--- config.mk ---
export PLATFORM = sky130hd
export DESIGN_NAME = in_order_load_ret
export DESIGN_NICKNAME = d
export VERILOG_FILES = /design/src/rtl/lrs_pkg.sv /design/src/rtl/lrs_align.sv /design/src/rtl/lrs_lat_sel.sv /design/src/rtl/lrs_queue.sv /design/src/rtl/in_order_load_ret.sv
export SDC_FILE = /design/constraint.sdc
export NUM_CORES = 1
export LEC_CHECK = 0
export ABC_AREA = 1
export BUFFER_PORTS_ARGS = -buffer_cell sky130_fd_sc_hd__clkbuf_2
export CAP_MARGIN = 20
export CELL_PAD_IN_SITES_DETAIL_PLACEMENT = 0
export CELL_PAD_IN_SITES_GLOBAL_PLACEMENT = 1
export CORE_MARGIN = 3
export CORE_UTILIZATION = 35
export CTS_CLUSTER_DIAMETER = 40
export CTS_CLUSTER_SIZE = 20
export DETAILED_ROUTE_END_ITERATION = 10
export HOLD_SLACK_MARGIN = 0.05
export MAX_ROUTING_LAYER = met4
export PLACE_DENSITY_LB_ADDON = 0.1
export SLEW_MARGIN = 10
export SYNTH_ARGS = -nofsm -noshare
export SYNTH_HDL_FRONTEND = slang
export SYNTH_SLANG_ARGS = --single-unit
export TNS_END_PERCENT = 30
--- constraint.sdc ---
create_clock -name clk -period 2.6 [get_ports clk]
set_clock_uncertainty 0.2 [all_clocks]
set_input_delay 0.26 -clock clk [delete_from_list [all_inputs] [get_ports clk]]
set_output_delay 0.26 -clock clk [all_outputs]
set_load 0.05 [all_outputs]
--- src/rtl/lrs_pkg.sv ---
package lrs_pkg;

   typedef enum logic [1:0] {
      SZ_BYTE = 2'd0,
      SZ_HALF = 2'd1,
      SZ_WORD = 2'd2,
      SZ_DBL  = 2'd3
   } ld_size_e;

   // nonzero offset bit inside the span covered by the access size
   function automatic logic off_misaligned(ld_size_e sz, logic [2:0] off);
      case (sz)
         SZ_HALF: off_misaligned = off[0];
         SZ_WORD: off_misaligned = |off[1:0];
         SZ_DBL:  off_misaligned = |off;
         default: off_misaligned = 1'b0;
      endcase
   endfunction

   function automatic logic is_narrow_signed(ld_size_e sz, logic sgn);
      is_narrow_signed = sgn && (sz != SZ_DBL);
   endfunction

endpackage

--- src/rtl/lrs_align.sv ---
module lrs_align
   import lrs_pkg::*;
(
   input  ld_size_e   sz,
   input  logic [2:0] off,
   output logic       misaligned
);
   assign misaligned = off_misaligned(sz, off);
endmodule

--- src/rtl/lrs_lat_sel.sv ---
module lrs_lat_sel
   import lrs_pkg::*;
#(
   parameter int HIT_LAT  = 2,
   parameter int SLOW_LAT = 3,
   parameter bit CHAIN    = 1'b1,
   localparam int WW      = $clog2(SLOW_LAT + 1)
) (
   input  logic          clk,
   input  logic          rst_n,
   input  logic          push,
   input  ld_size_e      sz,
   input  logic          sgn,
   output logic [WW-1:0] wait_val
);
   logic slow;
   logic chain_on;

   generate
      if (CHAIN) begin : g_chain
         logic dly_mode;
         always_ff @(posedge clk or negedge rst_n) begin
            if (!rst_n) dly_mode <= 1'b0;
            else        dly_mode <= push && slow;
         end
         assign chain_on = dly_mode;
      end else begin : g_nochain
         assign chain_on = 1'b0;
      end
   endgenerate

   assign slow     = is_narrow_signed(sz, sgn) || chain_on;
   assign wait_val = slow ? WW'(SLOW_LAT) : WW'(HIT_LAT);
endmodule

--- src/rtl/lrs_queue.sv ---
module lrs_queue #(
   parameter int DEPTH  = 8,
   parameter int TAG_W  = 4,
   parameter int WW     = 2,
   localparam int PW    = $clog2(DEPTH)
) (
   input  logic             clk,
   input  logic             rst_n,
   input  logic             push,
   input  logic [TAG_W-1:0] push_tag,
   input  logic             push_hit,
   input  logic [WW-1:0]    push_wait,
   input  logic             fill_valid,
   input  logic [TAG_W-1:0] fill_tag,
   output logic             full,
   output logic             head_fire,
   output logic [TAG_W-1:0] head_tag
);
   logic             vld [DEPTH];
   logic             fld [DEPTH];
   logic [WW-1:0]    wt  [DEPTH];
   logic [TAG_W-1:0] tg  [DEPTH];
   logic [PW-1:0]    hd, tl;
   logic [PW:0]      cnt;

   assign full      = (cnt == (PW+1)'(DEPTH));
   assign head_fire = vld[hd] && fld[hd] && (wt[hd] <= WW'(1));
   assign head_tag  = tg[hd];

   always_ff @(posedge clk or negedge rst_n) begin
      if (!rst_n) begin
         hd  <= '0;
         tl  <= '0;
         cnt <= '0;
      end else begin
         if (head_fire) hd <= hd + PW'(1);
         if (push)      tl <= tl + PW'(1);
         cnt <= cnt + {{PW{1'b0}}, push} - {{PW{1'b0}}, head_fire};
      end
   end

   generate
      for (genvar i = 0; i < DEPTH; i++) begin : g_slot
         always_ff @(posedge clk or negedge rst_n) begin
            if (!rst_n) begin
               vld[i] <= 1'b0;
               fld[i] <= 1'b0;
               wt[i]  <= '0;
               tg[i]  <= '0;
            end else if (push && (tl == PW'(i))) begin
               vld[i] <= 1'b1;
               fld[i] <= push_hit;
               wt[i]  <= push_wait;
               tg[i]  <= push_tag;
            end else begin
               if (head_fire && (hd == PW'(i))) vld[i] <= 1'b0;
               if (vld[i] && !fld[i] && fill_valid && (fill_tag == tg[i])) begin
                  fld[i] <= 1'b1;
                  wt[i]  <= WW'(1);
               end else if (wt[i] != '0) begin
                  wt[i] <= wt[i] - WW'(1);
               end
            end
         end
      end
   endgenerate
endmodule

--- src/rtl/in_order_load_ret.sv ---
module in_order_load_ret
   import lrs_pkg::*;
#(
   parameter int DEPTH    = 8,
   parameter int TAG_W    = 4,
   parameter int HIT_LAT  = 2,
   parameter int SLOW_LAT = 3,
   parameter bit CHAIN    = 1'b1
) (
   input  logic             clk,
   input  logic             rst_n,
   input  logic             issue_valid,
   output logic             issue_ready,
   input  logic [TAG_W-1:0] issue_tag,
   input  logic [1:0]       issue_size,
   input  logic             issue_signed,
   input  logic [2:0]       issue_offset,
   input  logic             issue_hit,
   input  logic             fill_valid,
   input  logic [TAG_W-1:0] fill_tag,
   output logic             wb_valid,
   output logic [TAG_W-1:0] wb_tag,
   output logic             trap_valid,
   output logic [TAG_W-1:0] trap_tag
);
   localparam int WW = $clog2(SLOW_LAT + 1);

   generate
      if (DEPTH < 2 || (DEPTH & (DEPTH - 1)) != 0) begin : g_bad_depth
         $error("DEPTH must be a power of two of at least 2");
      end
      if (HIT_LAT < 1 || SLOW_LAT <= HIT_LAT) begin : g_bad_lat
         $error("latencies need 1 <= HIT_LAT < SLOW_LAT");
      end
      if (TAG_W < 1) begin : g_bad_tag
         $error("TAG_W must be positive");
      end
   endgenerate

   ld_size_e         sz;
   logic             mis, take, push, full, head_fire;
   logic [WW-1:0]    wait_val;
   logic [TAG_W-1:0] head_tag;

   assign sz          = ld_size_e'(issue_size);
   assign issue_ready = !full;
   assign take        = issue_valid && issue_ready;
   assign push        = take && !mis;

   lrs_align u_align (
      .sz         (sz),
      .off        (issue_offset),
      .misaligned (mis)
   );

   lrs_lat_sel #(
      .HIT_LAT  (HIT_LAT),
      .SLOW_LAT (SLOW_LAT),
      .CHAIN    (CHAIN)
   ) u_lat (
      .clk      (clk),
      .rst_n    (rst_n),
      .push     (push),
      .sz       (sz),
      .sgn      (issue_signed),
      .wait_val (wait_val)
   );

   lrs_queue #(
      .DEPTH (DEPTH),
      .TAG_W (TAG_W),
      .WW    (WW)
   ) u_q (
      .clk        (clk),
      .rst_n      (rst_n),
      .push       (push),
      .push_tag   (issue_tag),
      .push_hit   (issue_hit),
      .push_wait  (wait_val),
      .fill_valid (fill_valid),
      .fill_tag   (fill_tag),
      .full       (full),
      .head_fire  (head_fire),
      .head_tag   (head_tag)
   );

   always_ff @(posedge clk or negedge rst_n) begin
      if (!rst_n) begin
         wb_valid   <= 1'b0;
         wb_tag     <= '0;
         trap_valid <= 1'b0;
         trap_tag   <= '0;
      end else begin
         wb_valid   <= head_fire;
         wb_tag     <= head_tag;
         trap_valid <= take && mis;
         trap_tag   <= issue_tag;
      end
   end
endmodule

==> Implementation_results.wiki <==
{| class="wikitable"
! Metric !! Value
|-
| Status || finished clean
|-
| Hold EP || u_lat.chain_on$_DFF_PN0_
|-
| Number of routed nets with antenna violations || 0
|-
| Slew HR || 57.6%
|-
| Setup violators final || 0
|-
| Crit path capture type || flop
|-
| Net count, final || 749
|-
| Register-to-register setup slack || 0.18 ns
|-
| Slew Viols, Final || 0
|-
| Number of synthesized register bits || 85
|-
| Reg2reg start || u_q.hd[0]$_DFFE_PN0P_
|-
| Transition time at the pin with the least slew margin || 0.635 ns
|-
| # port buffers || 29
|-
| Fmax || 0.414 GHz
|-
| Cell count of the worst hold path || 3
|-
| Number of H-tree branching levels || 3
|-
| DRT iter0 DRCs || 431
|-
| Ratio of routed vias to standard cells || 4.72
|-
| Initial Utilization || 36.7%
|-
| Horizontal die dimension || 125 microns
|-
| Max Cap Viol || 0
|-
| Skew-Pair Late Insertion Delay || 0.35 ns
|-
| Syn nets || 711
|-
| Worst slack, placed || 0.144 ns
|-
| Portion of the post-synthesis area used by sequential elements || 42.7%
|-
| Final HPWL from detailed placement || 9670 microns
|-
| Count of buffering cells on the critical path with inverters included || 3
|-
| Crit start category || flop
|-
| IO Count || 30
|-
| Layout overhead on the synthesized area || 13.5%
|-
| Arrival time at the worst endpoint || 2.45 ns
|-
| Final period utilization || 92.9%
|-
| Largest delay share family, worst path || adder cells
|-
| Unrepaired setup endpoints after global routing || false
|-
| Minimum clock period || 2.42 ns
|-
| Required time at the worst-slack endpoint || 2.63 ns
|-
| Crit-path max cell delay || 0.44 ns
|-
| Mean post-synth cell area || 7.48 sq um
|-
| Count of antenna diodes in the layout || 0
|-
| Total number of yosys warnings || 0
|-
| Power per unit of standard cell area || 1200 nW/um^2
|-
| Global Route Usage Sum || 18.0%
|-
| Final routed DRC violation total || 0
|-
| Root buffer cell || sky130_fd_sc_hd__clkbuf_16
|-
| Proportion of synthesized flip-flops having asynchronous set or reset || 100%
|-
| Cell area after synthesis || 4980 sq um
|-
| Slowest stage cell, crit path || sky130_fd_sc_hd__dfrtp_2
|-
| Main area contributors after synthesis || sky130_fd_sc_hd__dfrtp_1, sky130_fd_sc_hd__nand2_1, sky130_fd_sc_hd__inv_1
|-
| Worst Reg-to-Reg Cells || 12
|-
| Vias in the first global route || 4,135
|-
| Clk sinks || 85
|-
| Type of the worst min-delay path || primary input to flop
|-
| Reg2reg end || u_q.cnt[2]$_DFF_PN0_
|-
| Ratio of cells with drive above 1 in the final layout || 13.0%
|-
| Max FO, Critical Path || 5
|-
| Maximum count of clock buffers along a single path || 2
|-
| Residual overflow from global routing || 0
|-
| Max rail drop VDD || 0.000451 V
|-
| Number of enable-type register cells in the synthesized netlist || 0
|-
| Die outline area || 15,700 sq um
|-
| Worst hold start || issue_signed
|-
| Pin count of the biggest net entering global routing || 46
|-
| Worst setup path category || flop to flop
|-
| Core ar. || 13,600 sq um
|-
| Minimum setup slack in the final design || 0.185 ns
|-
| Post-Syn Instances || 666
|-
| Most common flop cell mapped by yosys || sky130_fd_sc_hd__dfrtp_1
|-
| Final sum of negative setup slack || 0 ns
|-
| Final weighted congestion in routability-driven placement || 0.823
|-
| Final number of hold-violating endpoints || 0
|-
| First-pass GRT wire length || 21,500 microns
|-
| 1st-pass router iterations || 4
|-
| Number of buffers added for setup after CTS || 0
|-
| Total wire length after detailed routing || 13,000 microns
|-
| Stages on the worst setup path || 12
|-
| Share of Yosys cell area claimed by the top area cell type || 42.7%
|-
| CTS tree || built
|-
| Num CTS Buffers || 9
|-
| Clock Pin Slew Worst Setup and Hold Paths || 0.06 ns
|-
| Chip height || 125 microns
|-
| Top cell types by occurrence after synthesis || sky130_fd_sc_hd__nand2_1, sky130_fd_sc_hd__inv_1, sky130_fd_sc_hd__dfrtp_1, sky130_fd_sc_hd__nor2_1, sky130_fd_sc_hd__nand3_1
|-
| Largest area contributor in the netlist || sky130_fd_sc_hd__dfrtp_1
|-
| Overall via count from detail_route || 4,181
|-
| Number of antenna violations at the first check in global routing || 0
|-
| Cells traversed along the worst timing path || buf_4 > nor2_1 > nand2_1 > nand3_1 > nand3_1 > nand2_2 > ha_1 > inv_1 > ha_1 > inv_1 > fa_1 > xnor2_1
|-
| Library cells used by synthesis || 29
|-
| Top-count cell post-synth || sky130_fd_sc_hd__nand2_1
|-
| Leakage || 3.10 nW
|-
| Num rows || 42
|-
| Per-cell routed wire length || 14.7 microns
|-
| Power Total || 6.77 mW
|}
## registers in the layout, summed over array words and instances (netlist names)
| signal | cells |
|---|---|
| trap_tag | 4 |
| trap_valid | 1 |
| u_lat.chain_on | 1 |
| u_q.cnt | 4 |
| u_q.fld | 8 |
| u_q.hd | 3 |
| u_q.tg | 32 |
| u_q.tl | 3 |
| u_q.vld | 8 |
| u_q.wt | 16 |
| wb_tag | 4 |
| wb_valid | 1 |
## worst max path at each step
stage | start | endpoint | slack [ns]
after floorplan | u_q.hd[0]$_DFFE_PN0P_ | u_q.cnt[2]$_DFF_PN0_ | 0.20
after global placement | u_q.hd[0]$_DFFE_PN0P_ | u_q.cnt[1]$_DFF_PN0_ | 0.23
after detailed placement | u_q.hd[0]$_DFFE_PN0P_ | u_q.cnt[2]$_DFF_PN0_ | 0.14
after CTS | u_q.hd[0]$_DFFE_PN0P_ | u_q.cnt[2]$_DFF_PN0_ | 0.14
after global routing | u_q.hd[0]$_DFFE_PN0P_ | u_q.cnt[2]$_DFF_PN0_ | 0.002
final | u_q.hd[0]$_DFFE_PN0P_ | u_q.cnt[2]$_DFF_PN0_ | 0.18
## cells by family after synthesis
family | after synthesis | share of synthesized area (%)
xor+xnor | 7 | 1.23
simple gates | 327 | 27.2
flops | 85 | 42.7
compound gates | 95 | 11.1
buf+inv | 126 | 11.0
fa+ha+maj | 26 | 6.68
## final cells by class
cell class	count	area, sq um
clock buffer	15	268
clock inverter	1	5.00
fill	1424	7910
inverter	102	383
multi-input combinational	455	2300
sequential	85	2130
tap	176	220
timing repair buffer	51	343
## metrics by stage
stage	hold slack, ns	cells	cell area (sq um)	util, %
global placement	0.121	862	5310	39.1
finish	0.0535	885	5650	41.7
global route	0.0828	885	5650	41.7
floorplan	-0.236	666	4980	-
CTS	0.0533	885	5650	41.7
detailed placement	0.123	862	5310	39.1
## cell usage in the layout, fill, tap and decap left out, types with 2 or more instances in the layout
cell	instances
sky130_fd_sc_hd__clkbuf_1	4
sky130_fd_sc_hd__nand3_1	33
sky130_fd_sc_hd__nand4_1	9
sky130_fd_sc_hd__buf_4	15
sky130_fd_sc_hd__clkbuf_2	28
sky130_fd_sc_hd__a31oi_1	10
sky130_fd_sc_hd__clkbuf_8	2
sky130_fd_sc_hd__nor2_1	54
sky130_fd_sc_hd__o21ai_1	32
sky130_fd_sc_hd__o21ai_0	16
sky130_fd_sc_hd__nand2_4	5
sky130_fd_sc_hd__inv_2	11
sky130_fd_sc_hd__o211ai_1	7
sky130_fd_sc_hd__xor2_1	3
sky130_fd_sc_hd__nand2_1	219
sky130_fd_sc_hd__a21oi_1	18
sky130_fd_sc_hd__dlygate4sd3_1	7
sky130_fd_sc_hd__clkbuf_16	9
sky130_fd_sc_hd__nand2_2	4
sky130_fd_sc_hd__dfrtp_1	84
sky130_fd_sc_hd__o21ai_2	10
sky130_fd_sc_hd__xnor2_1	4
sky130_fd_sc_hd__inv_1	91
sky130_fd_sc_hd__ha_1	25
## layer usage
layer,track usage (%),wire (microns),part of all wire (%),vias up
met5,-,0,0,-
met4,6.25,240,1.8,0
met3,2.81,395,3.0,15
met2,28.4,6060,47,58
met1,23.6,6320,49,1947
li1,-,-,-,2161
## tightest hold or removal path: cells and delay by family
kind | cells | cell delay (ns)
buf+inv | 1 | 0.08
compound gates | 1 | 0.11
simple gates | 1 | 0.10
## power by group
group / total, mW / internal [mW] / switching (mW)
clock: 1.23 / 0.701 / 0.527
combinational: 3.15 / 1.21 / 1.94
sequential: 2.39 / 1.93 / 0.457
total: 6.77 / 3.85 / 2.92
## what timing repair did
action                                  4_1_cts  5_1_grt
hold endpoints to repair                     48        0
resized for setup                             0        1
hold buffers                                  7        0
endpoints found under the setup margin        0        1
No activity file was read; power rests on OpenSTA's default activity.
